==> src/rtl/xcode_pkg.sv <==
package xcode_pkg;
  localparam int PAY_W   = 64;
  localparam int NBLK    = 4;
  localparam int NIB     = 4;
  localparam int BLK_W   = PAY_W + 1;
  localparam int P_W     = PAY_W * NBLK;
  localparam int WORD_W  = P_W + 1;
  localparam int SLOT_W  = $clog2(NBLK);
  localparam int PACK_W  = P_W - NIB;

  typedef struct packed {
    logic              capture;
    logic              finish;
    logic [SLOT_W-1:0] slot;
  } xcStrobe_t;

  // index of the lowest cleared flag (first control block); 0 if none
  function automatic logic [SLOT_W-1:0] firstCtl(input logic [NBLK-1:0] flags);
    logic [SLOT_W-1:0] idx;
    idx = '0;
    for (int i = NBLK - 1; i >= 0; i--) begin
      if (!flags[i]) idx = SLOT_W'(i);
    end
    return idx;
  endfunction

  // recovers the low type nibble from the upper one; bit 4 flags a known type
  function automatic logic [NIB:0] lowNibble(input logic [NIB-1:0] up);
    logic [NIB:0] res;
    case (up)
      4'h1: res = {1'b1, 4'hE};
      4'h2: res = {1'b1, 4'hD};
      4'h3: res = {1'b1, 4'h3};
      4'h4: res = {1'b1, 4'hB};
      4'h5: res = {1'b1, 4'h5};
      4'h6: res = {1'b1, 4'h6};
      4'h7: res = {1'b1, 4'h8};
      4'h8: res = {1'b1, 4'h7};
      4'h9: res = {1'b1, 4'h9};
      4'hA: res = {1'b1, 4'hA};
      4'hB: res = {1'b1, 4'h4};
      4'hC: res = {1'b1, 4'hC};
      4'hD: res = {1'b1, 4'h2};
      4'hE: res = {1'b1, 4'h1};
      4'hF: res = {1'b1, 4'hF};
      default: res = '0;
    endcase
    return res;
  endfunction
endpackage

==> src/rtl/xcode_ctrl.sv <==
module xcode_ctrl
  import xcode_pkg::*;
(
  input  logic      clk,
  input  logic      rstN,
  input  logic      inValid,
  output logic      inReady,
  output xcStrobe_t strb,
  output logic      outValid
);
  logic [SLOT_W-1:0] slotQ;
  logic              rdyQ;
  logic              outVQ;
  logic              accept;

  assign accept       = inValid && rdyQ;
  assign strb.capture = accept;
  assign strb.slot    = slotQ;
  assign strb.finish  = accept && (slotQ == SLOT_W'(NBLK - 1));
  assign inReady      = rdyQ;
  assign outValid     = outVQ;

  always_ff @(posedge clk) begin
    if (!rstN) begin
      slotQ <= '0;
      rdyQ  <= 1'b0;
      outVQ <= 1'b0;
    end else begin
      rdyQ  <= 1'b1;
      outVQ <= strb.finish;
      if (accept) slotQ <= slotQ + 1'b1;
    end
  end

  // once open, the input stays open
  a_r2_ready_holds: assert property (@(posedge clk) disable iff (!rstN)
    inReady |=> inReady);
  // a word needs four accepted blocks, so strobes never come back to back
  a_r3_single_pulse: assert property (@(posedge clk) disable iff (!rstN)
    outValid |=> !outValid);
  // a strobe is only raised by an accepted last block
  a_r3_strobe_cause: assert property (@(posedge clk) disable iff (!rstN)
    !(inValid && inReady) |=> !outValid);
endmodule

==> src/rtl/xcode_dpath.sv <==
module xcode_dpath
  import xcode_pkg::*;
(
  input  logic              clk,
  input  logic              rstN,
  input  xcStrobe_t         strb,
  input  logic [BLK_W-1:0]  inBlock,
  output logic [WORD_W-1:0] outWord
);
  logic [BLK_W-1:0]  heldQ [NBLK-1];
  logic [BLK_W-1:0]  blk   [NBLK];
  logic [P_W-1:0]    payAll;
  logic [NBLK-1:0]   flags;
  logic [SLOT_W-1:0] ctlIdx;
  logic [P_W-1:0]    lowMask;
  logic [PACK_W-1:0] packedPay;
  logic [WORD_W-1:0] nextWord;
  logic [WORD_W-1:0] wordQ;

  for (genvar g = 0; g < NBLK - 1; g++) begin : g_hold
    always_ff @(posedge clk) begin
      if (!rstN) heldQ[g] <= '0;
      else if (strb.capture && strb.slot == SLOT_W'(g)) heldQ[g] <= inBlock;
    end
  end

  for (genvar g = 0; g < NBLK; g++) begin : g_split
    if (g < NBLK - 1) begin : g_old
      assign blk[g] = heldQ[g];
    end else begin : g_new
      assign blk[g] = inBlock;
    end
    assign payAll[g*PAY_W +: PAY_W] = blk[g][BLK_W-1:1];
    assign flags[g]                 = blk[g][0];
  end

  always_comb begin
    ctlIdx    = firstCtl(flags);
    lowMask   = ~({P_W{1'b1}} << (PAY_W * int'(ctlIdx)));
    packedPay = PACK_W'((payAll & lowMask) | ((payAll >> NIB) & ~lowMask));
    if (&flags) nextWord = {payAll, 1'b1};
    else        nextWord = {packedPay, flags, 1'b0};
  end

  always_ff @(posedge clk) begin
    if (!rstN)            wordQ <= '0;
    else if (strb.finish) wordQ <= nextWord;
  end

  assign outWord = wordQ;

  // the issued word only changes when a group completes
  a_r4_word_stable: assert property (@(posedge clk) disable iff (!rstN)
    !strb.finish |=> $stable(outWord));
endmodule

==> src/rtl/xcode_rev.sv <==
module xcode_rev
  import xcode_pkg::*;
(
  input  logic                 clk,
  input  logic                 rstN,
  input  logic                 rxValid,
  input  logic [WORD_W-1:0]    rxWord,
  output logic                 rxBlkValid,
  output logic [NBLK*BLK_W-1:0] rxBlocks,
  output logic                 rxErr
);
  logic                  hdr;
  logic [NBLK-1:0]       flags;
  logic [SLOT_W-1:0]     ctlIdx;
  logic [P_W-1:0]        packExt;
  logic [P_W-1:0]        lowMask;
  logic [P_W-1:0]        nibMask;
  logic [NIB-1:0]        upNib;
  logic [NIB:0]          look;
  logic [P_W-1:0]        restored;
  logic [P_W-1:0]        payAll;
  logic [NBLK*BLK_W-1:0] blkNext;
  logic                  errNext;
  logic                  vQ;
  logic                  errQ;
  logic [NBLK*BLK_W-1:0] blkQ;

  always_comb begin
    hdr      = rxWord[0];
    flags    = rxWord[NBLK:1];
    ctlIdx   = firstCtl(flags);
    packExt  = {{NIB{1'b0}}, rxWord[WORD_W-1:NBLK+1]};
    lowMask  = ~({P_W{1'b1}} << (PAY_W * int'(ctlIdx)));
    nibMask  = P_W'({NIB{1'b1}}) << (PAY_W * int'(ctlIdx));
    upNib    = NIB'(packExt >> (PAY_W * int'(ctlIdx)));
    look     = lowNibble(upNib);
    restored = (packExt & lowMask)
             | ((packExt << NIB) & ~lowMask & ~nibMask)
             | (P_W'(look[NIB-1:0]) << (PAY_W * int'(ctlIdx)));
    payAll   = hdr ? rxWord[WORD_W-1:1] : restored;
    errNext  = !hdr && ((&flags) || !look[NIB]);
  end

  for (genvar g = 0; g < NBLK; g++) begin : g_join
    assign blkNext[g*BLK_W +: BLK_W] = {payAll[g*PAY_W +: PAY_W], hdr | flags[g]};
  end

  always_ff @(posedge clk) begin
    if (!rstN) begin
      vQ   <= 1'b0;
      errQ <= 1'b0;
      blkQ <= '0;
    end else begin
      vQ   <= rxValid;
      errQ <= rxValid && errNext;
      if (rxValid) blkQ <= blkNext;
    end
  end

  assign rxBlkValid = vQ;
  assign rxErr      = errQ;
  assign rxBlocks   = blkQ;

  // every received word yields a result one cycle later
  a_r11_latency: assert property (@(posedge clk) disable iff (!rstN)
    rxValid |=> rxBlkValid);
  // the error flag only accompanies a result
  a_r11_err_qualified: assert property (@(posedge clk) disable iff (!rstN)
    rxErr |-> rxBlkValid);
  // a bare data word can never be flagged
  a_r8_data_clean: assert property (@(posedge clk) disable iff (!rstN)
    (rxValid && rxWord[0]) |=> !rxErr);
endmodule

==> src/rtl/xcode_257.sv <==
module xcode_257
  import xcode_pkg::*;
(
  input  logic                    clk,
  input  logic                    rstN,
  input  logic                    inValid,
  output logic                    inReady,
  input  logic [BLK_W-1:0]        inBlock,
  output logic                    outValid,
  output logic [WORD_W-1:0]       outWord,
  input  logic                    rxValid,
  input  logic [WORD_W-1:0]       rxWord,
  output logic                    rxBlkValid,
  output logic [NBLK*BLK_W-1:0]   rxBlocks,
  output logic                    rxErr
);
  xcStrobe_t strb;

  xcode_ctrl u_ctrl (
    .clk      (clk),
    .rstN     (rstN),
    .inValid  (inValid),
    .inReady  (inReady),
    .strb     (strb),
    .outValid (outValid)
  );

  xcode_dpath u_dpath (
    .clk     (clk),
    .rstN    (rstN),
    .strb    (strb),
    .inBlock (inBlock),
    .outWord (outWord)
  );

  xcode_rev u_rev (
    .clk        (clk),
    .rstN       (rstN),
    .rxValid    (rxValid),
    .rxWord     (rxWord),
    .rxBlkValid (rxBlkValid),
    .rxBlocks   (rxBlocks),
    .rxErr      (rxErr)
  );

  // a contains-control word always marks at least one control block
  a_r5_flag_present: assert property (@(posedge clk) disable iff (!rstN)
    (outValid && !outWord[0]) |-> !(&outWord[NBLK:1]));
  // nothing is issued straight out of reset
  a_r1_quiet_reset: assert property (@(posedge clk)
    !rstN |=> (!outValid && !rxBlkValid && !rxErr));
endmodule

==> config.mk <==
export PLATFORM = sky130hd
export DESIGN_NAME = xcode_257
export DESIGN_NICKNAME = d
export VERILOG_FILES = /design/src/rtl/xcode_pkg.sv /design/src/rtl/xcode_ctrl.sv /design/src/rtl/xcode_dpath.sv /design/src/rtl/xcode_rev.sv /design/src/rtl/xcode_257.sv
export SDC_FILE = /design/constraint.sdc
export NUM_CORES = 1
export LEC_CHECK = 0
export CORE_AREA = 2 2 329 331
export DETAILED_ROUTE_END_ITERATION = 8
export DIE_AREA = 0 0 331 333
export DONT_BUFFER_PORTS = 1
export PLACE_DENSITY_LB_ADDON = 0.05
export RECOVER_POWER = 100
export SLEW_MARGIN = 0
export SYNTH_ARGS = -nofsm -noshare
export SYNTH_HDL_FRONTEND = slang
export SYNTH_SLANG_ARGS = --single-unit
==> constraint.sdc <==
create_clock -name clk -period 4.55 [get_ports clk]
set_input_delay 0.91 -clock clk [delete_from_list [all_inputs] [get_ports clk]]
set_output_delay 0.91 -clock clk [all_outputs]
set_load 0.01 [all_outputs]
# Word-level counts from Yosys, hierarchy flattened
# Memory sizes are Yosys's and may differ from the RTL's.
# Cells that the tools add are included.
[totals] mem_bits_ro=80 ff_bits=523 ramBits=195 out_inout_bits=521 memories=2
[classes] muxes=24 shift=5 reduce_logical=13 bitwise=20 add_sub_neg=1 n_eq_ne=3
[mem_list] name="u_dpath.heldQ" words=3 word_bits=65 read_ports=3 rd_ports_with_merged_regs=0 wr=3 line_no="xcode_dpath.sv:10" text="logic [BLK_W-1:0] heldQ [NBLK-1];"
[mem_list] name="(no name shown)" words=16 word_bits=5 read_ports=1 rd_ports_with_merged_regs=0 wr=0 line_no="xcode_pkg.sv:30" text="case (up)"
[ops] cell="$not A256 Y256" count=3
[ops] cell="$and A256 B256 Y256" count=2
[ops] cell="$or A256 B256 Y256" count=2
[ops] cell="$and A252 B252 Y252" count=2
[ops] cell="$not A252 Y252" count=2
[ops] cell="$mux W257" count=1
[ops] cell="$and A252 B256 Y256" count=1
[ops] cell="$mux W256" count=1
[ops] cell="$shl A256 B8 Y252 const A" count=1
[ops] cell="$shl A256 B8 Y256 const A" count=1
[ops] cell="$shl A4 B8 Y256" count=1
[ops] cell="$shl A4 B8 Y256 const A" count=1
[ops] cell="$or A252 B252 Y252" count=1
[ops] cell="$shr A252 B8 Y4" count=1
[ops] cell="$mux W65" count=3
[ops] cell="$mux W2" count=8
[ops] cell="$mux W1" count=11
[ops] cell="$reduce_and A4 Y1" count=2
[ops] cell="$logic_and A1 B1 Y1" count=7
[ops] cell="$or A1 B1 Y1" count=7
[ops] cell="$eq A2 B2 Y1 const B" count=2
[ops] cell="$add A2 B1 Y2 const B" count=1
[ops] cell="$eq A2 B1 Y1 const B" count=1
[ops] cell="$logic_not A1 Y1" count=2
[ops] cell="other kinds (2)" count=2

# Longest topological paths before layout
[logic_depth] word_depth=12 depth_mapped=9 ltp_nobuf=6

# Hierarchy
# Synthesis repeated with hierarchy kept, for this count alone.
[unflattened] cells_unflattened=3089 hier_area_um2=29701.0
[modules_own_cells] module="xcode_dpath" area_each_um2=18066.1 instances=1 cells_per_inst=1741
[modules_own_cells] module="xcode_rev" area_each_um2=11476.0 instances=1 cells_per_inst=1333
[modules_own_cells] module="xcode_ctrl" area_each_um2=158.9 instances=1 cells_per_inst=15

# Least setup slack after synthesis
# Ideal clock, no wire load.
[synth_path] kind="input to register" from="in rstN" to="mem u_dpath.heldQ[0][0] (netlist name), enable pin" t_arrival_ns=2.805 n_path_buf=3 path_stages=4 required_ns=3.856 path_slack_ns=1.051 path_cell_list="clkbuf_1 > clkbuf_1 > clkbuf_1 > nand2_1"
[synth_rtl] element="start: declaration" line_no="xcode_257.sv:5" text="input logic rstN,"
[synth_rtl] element="end: declaration" line_no="xcode_dpath.sv:10"

==> metrics.yaml <==
clocking:
  cts_root_buffer: "clkbuf_16"
  ctsResizeCount: 0
  clk_pin_slew_ps: 60
  cts_tree: "built"
  cts_max_level: 3
  post_cts_buffers: 0
  cts_buffers: 88
  clk_latency_ps: 670
  holdBufCountCts: 0
  cts_sinks: 718
  cts_buffer_depth: 3
power:
  pwr-share-comb_pct: 4.8
  power_leakage_nw: 12.8
  power.total_mw: 14.9
  p_sw_mw: 3.70
  ir_drop_mv: 0.298
  powerDensity_mw_per_mm2: 449
  p_seq_share_pct: 48.2
  swShare_pct: 24.8
  clkPwrFrac_pct: 47.0
  internal_power_mw: 11.2
die:
  initial_core_util_pct: 27.5
  coreArea_sq_mm: 0.107
  die_x_um: 331
  fp.dieH_um: 333
  fp-row-count: 120
  io_pins: 847
  die_area_sq_mm: 0.110
timing:
  tns_ps: 0
  finalWorstPathRequiredPeriod_ps: 3300
  setup_slack_ps: 1250
  final_max_slew_viol_count: 571
  finalHoldViolCount: 0
  setup_violations: 0
  timing.slew.headroom_pct: -48.6
  grt_setup_unrepaired: "false"
  period_share_pct: 72.5
  tightest_slew_ps: 2230
  max_freq_ghz: 0.303
  finClkSkew_ps: 25.3
global_routing:
  antenna_found_initial: 11
  grt_max_degree: 454
  track_usage_pct: 19.9
  grt-ovfl-total: 0
  grt_pass1_vias: 20400
  grt_pass1_wl_mm: 159
routing:
  first_pass_iters: 5
  wire_per_inst_um: 27.3
  routed_via_density: 4.93
  num_vias: 20500
  ant_nets: 0
  drc: 0
  drtIter0Drc: 1182
  routed_wl_mm: 114
hold_path:
  hp-class: "primary input to flip-flop"
logic_synthesis:
  ys_async_sr_fraction_pct: 0
  avgSynthCellArea_sq_um: 10.4
  synth-edff-count: 195
  syn_area_sq_mm: 0.0293
  yosys_warnings: 0
  synth_flop_cell: "dfxtp_1"
  synthTopCellsByArea: "dfxtp_1, edfxtp_1, mux2i_1"
  syn_inst: 2803
  synth.distinct_cells: 48
  synth_seq_cells: 718
  yosys.area.top_type: "dfxtp_1"
  yosys.area.top_type_share_pct: 35.8
  yosysSeqAreaShare_pct: 55.8
  synth_most_common_cell: "dfxtp_1"
  synth_commonest_cells: "dfxtp_1, nor2_1, mux2i_1"
  syn-num-nets: 3133
critical_path:
  cp.arrival_ps: 3590
  cp-start-kind: "flip-flop"
  required_ps: 4840
  cp-end-kind: "flip-flop"
  setup.worst_path.class: "flip-flop to flip-flop"
  critPathMaxFanout: 24
placed_design:
  dp_hpwl_mm: 83.7
  place.gp.congestion: 0.872
  dp_cells: 3996
  placed_area_sq_mm: 0.0305
  post-place-ws_ps: 1680
  portBuffers: 0
layout:
  drive_gt1_share_pct: 6.53
  fin_nets: 3013
  area_growth_pct: 13.5
  final_area_sq_mm: 0.0332
  final_cells: 4165
run:
  maxCapViolCount: 10
outcome:
  violations: "capacitance limit, slew limit"
  status: "finished, violations left"
-- flip-flops by register name, indices dropped and copies added (netlist names) --
name and flops:
u_rev.rxErr 1, u_ctrl.inReady 1, u_rev.rxBlkValid 1, u_dpath.heldQ 195, u_ctrl.slotQ 2, u_ctrl.outValid 1
u_dpath.outWord 257, u_rev.rxBlocks 260
-- critical path: stages, from the launching register on --
cell      delay, ps
dfxtp_1         590
and2_0          550
nand2_1         110
nand2_1         930
clkbuf_2        710
-- logic make-up after synthesis --
family	share of synthesized area, %
AND/OR/NAND/NOR	14.2
XOR/XNOR	0.235
buffers and inverters	3.47
AO/OA/AOI/OAI	13.4
multiplexers	12.8
flip-flops	55.8
adder cells (fa/ha/maj)	0.171
-- placed cells by master, fill, tap and decap left out, types with 7 or more instances in the layout --
cell type,synthesis,final
inv_1,6,7
mux2i_1,373,373
nor2_1,383,383
o211a_1,60,60
clkbuf_8,0,12
edfxtp_1,195,195
and2_0,0,93
clkbuf_16,0,95
a21boi_0,41,41
clkinv_2,0,25
a311oi_1,60,60
nand3_1,11,11
a211oi_1,252,252
and2_1,202,109
clkbuf_1,181,27
dfxtp_1,523,523
a21oi_1,41,40
buf_4,3,12
o21ai_0,8,16
nand2_1,327,323
o221ai_1,12,12
-- power by group through the flow --
stage          clock network (mW)  logic [mW]  registers [mW]
6_report                     7.01       0.718            7.20
5_1_grt                      7.49       0.806            7.23
4_1_cts                      7.23       0.740            7.21
3_5_place_dp                    0       0.737            7.35
3_3_place_gp                    0       0.725            7.35
2_1_floorplan                   0       0.651            7.18
-- final cells by class --
| cell class | instances | area [sq um] |
|---|---|---|
| diodes | 5 | 12.5 |
| flip-flops and latches | 718 | 16300 |
| inverters | 8 | 37.5 |
| clock inverters | 38 | 267 |
| clock buffers | 126 | 2610 |
| fillers | 11000 | 73400 |
| well taps | 1403 | 1760 |
| repair buffers | 30 | 230 |
| multi-input cells | 1837 | 12000 |
-- routing by layer --
layer / routed length, um / global-route usage [%] / up-vias
li1: - / - / 9736
met1: 41700 / 21.4 / 9947
met2: 57000 / 34.7 / 697
met3: 12200 / 9.24 / 135
met4: 2920 / 5.27 / 6
met5: 37 / 0 / -
-- stage by stage --
stage	utilization [%]	hold slack (ps)
floorplan	-	476
global placement	28.6	496
detailed placement	28.6	507
CTS	31.3	308
global route	31.2	294
finish	31.2	359
-- path summary, 6_finish.rpt --
check,from,endpoint,slack [ps],depth (start not counted)
worst max-delay path,u_ctrl.inReady,u_dpath.heldQ[1][29],1250,4
worst min register to register,u_dpath.outWord[222],u_dpath.outWord[222],510,2
worst max register to register,u_ctrl.inReady,u_dpath.heldQ[1][29],1250,4
worst min-delay path,rxValid,u_rev.rxBlocks[0],360,1
Note: power is estimated with default switching activity, not from simulation.
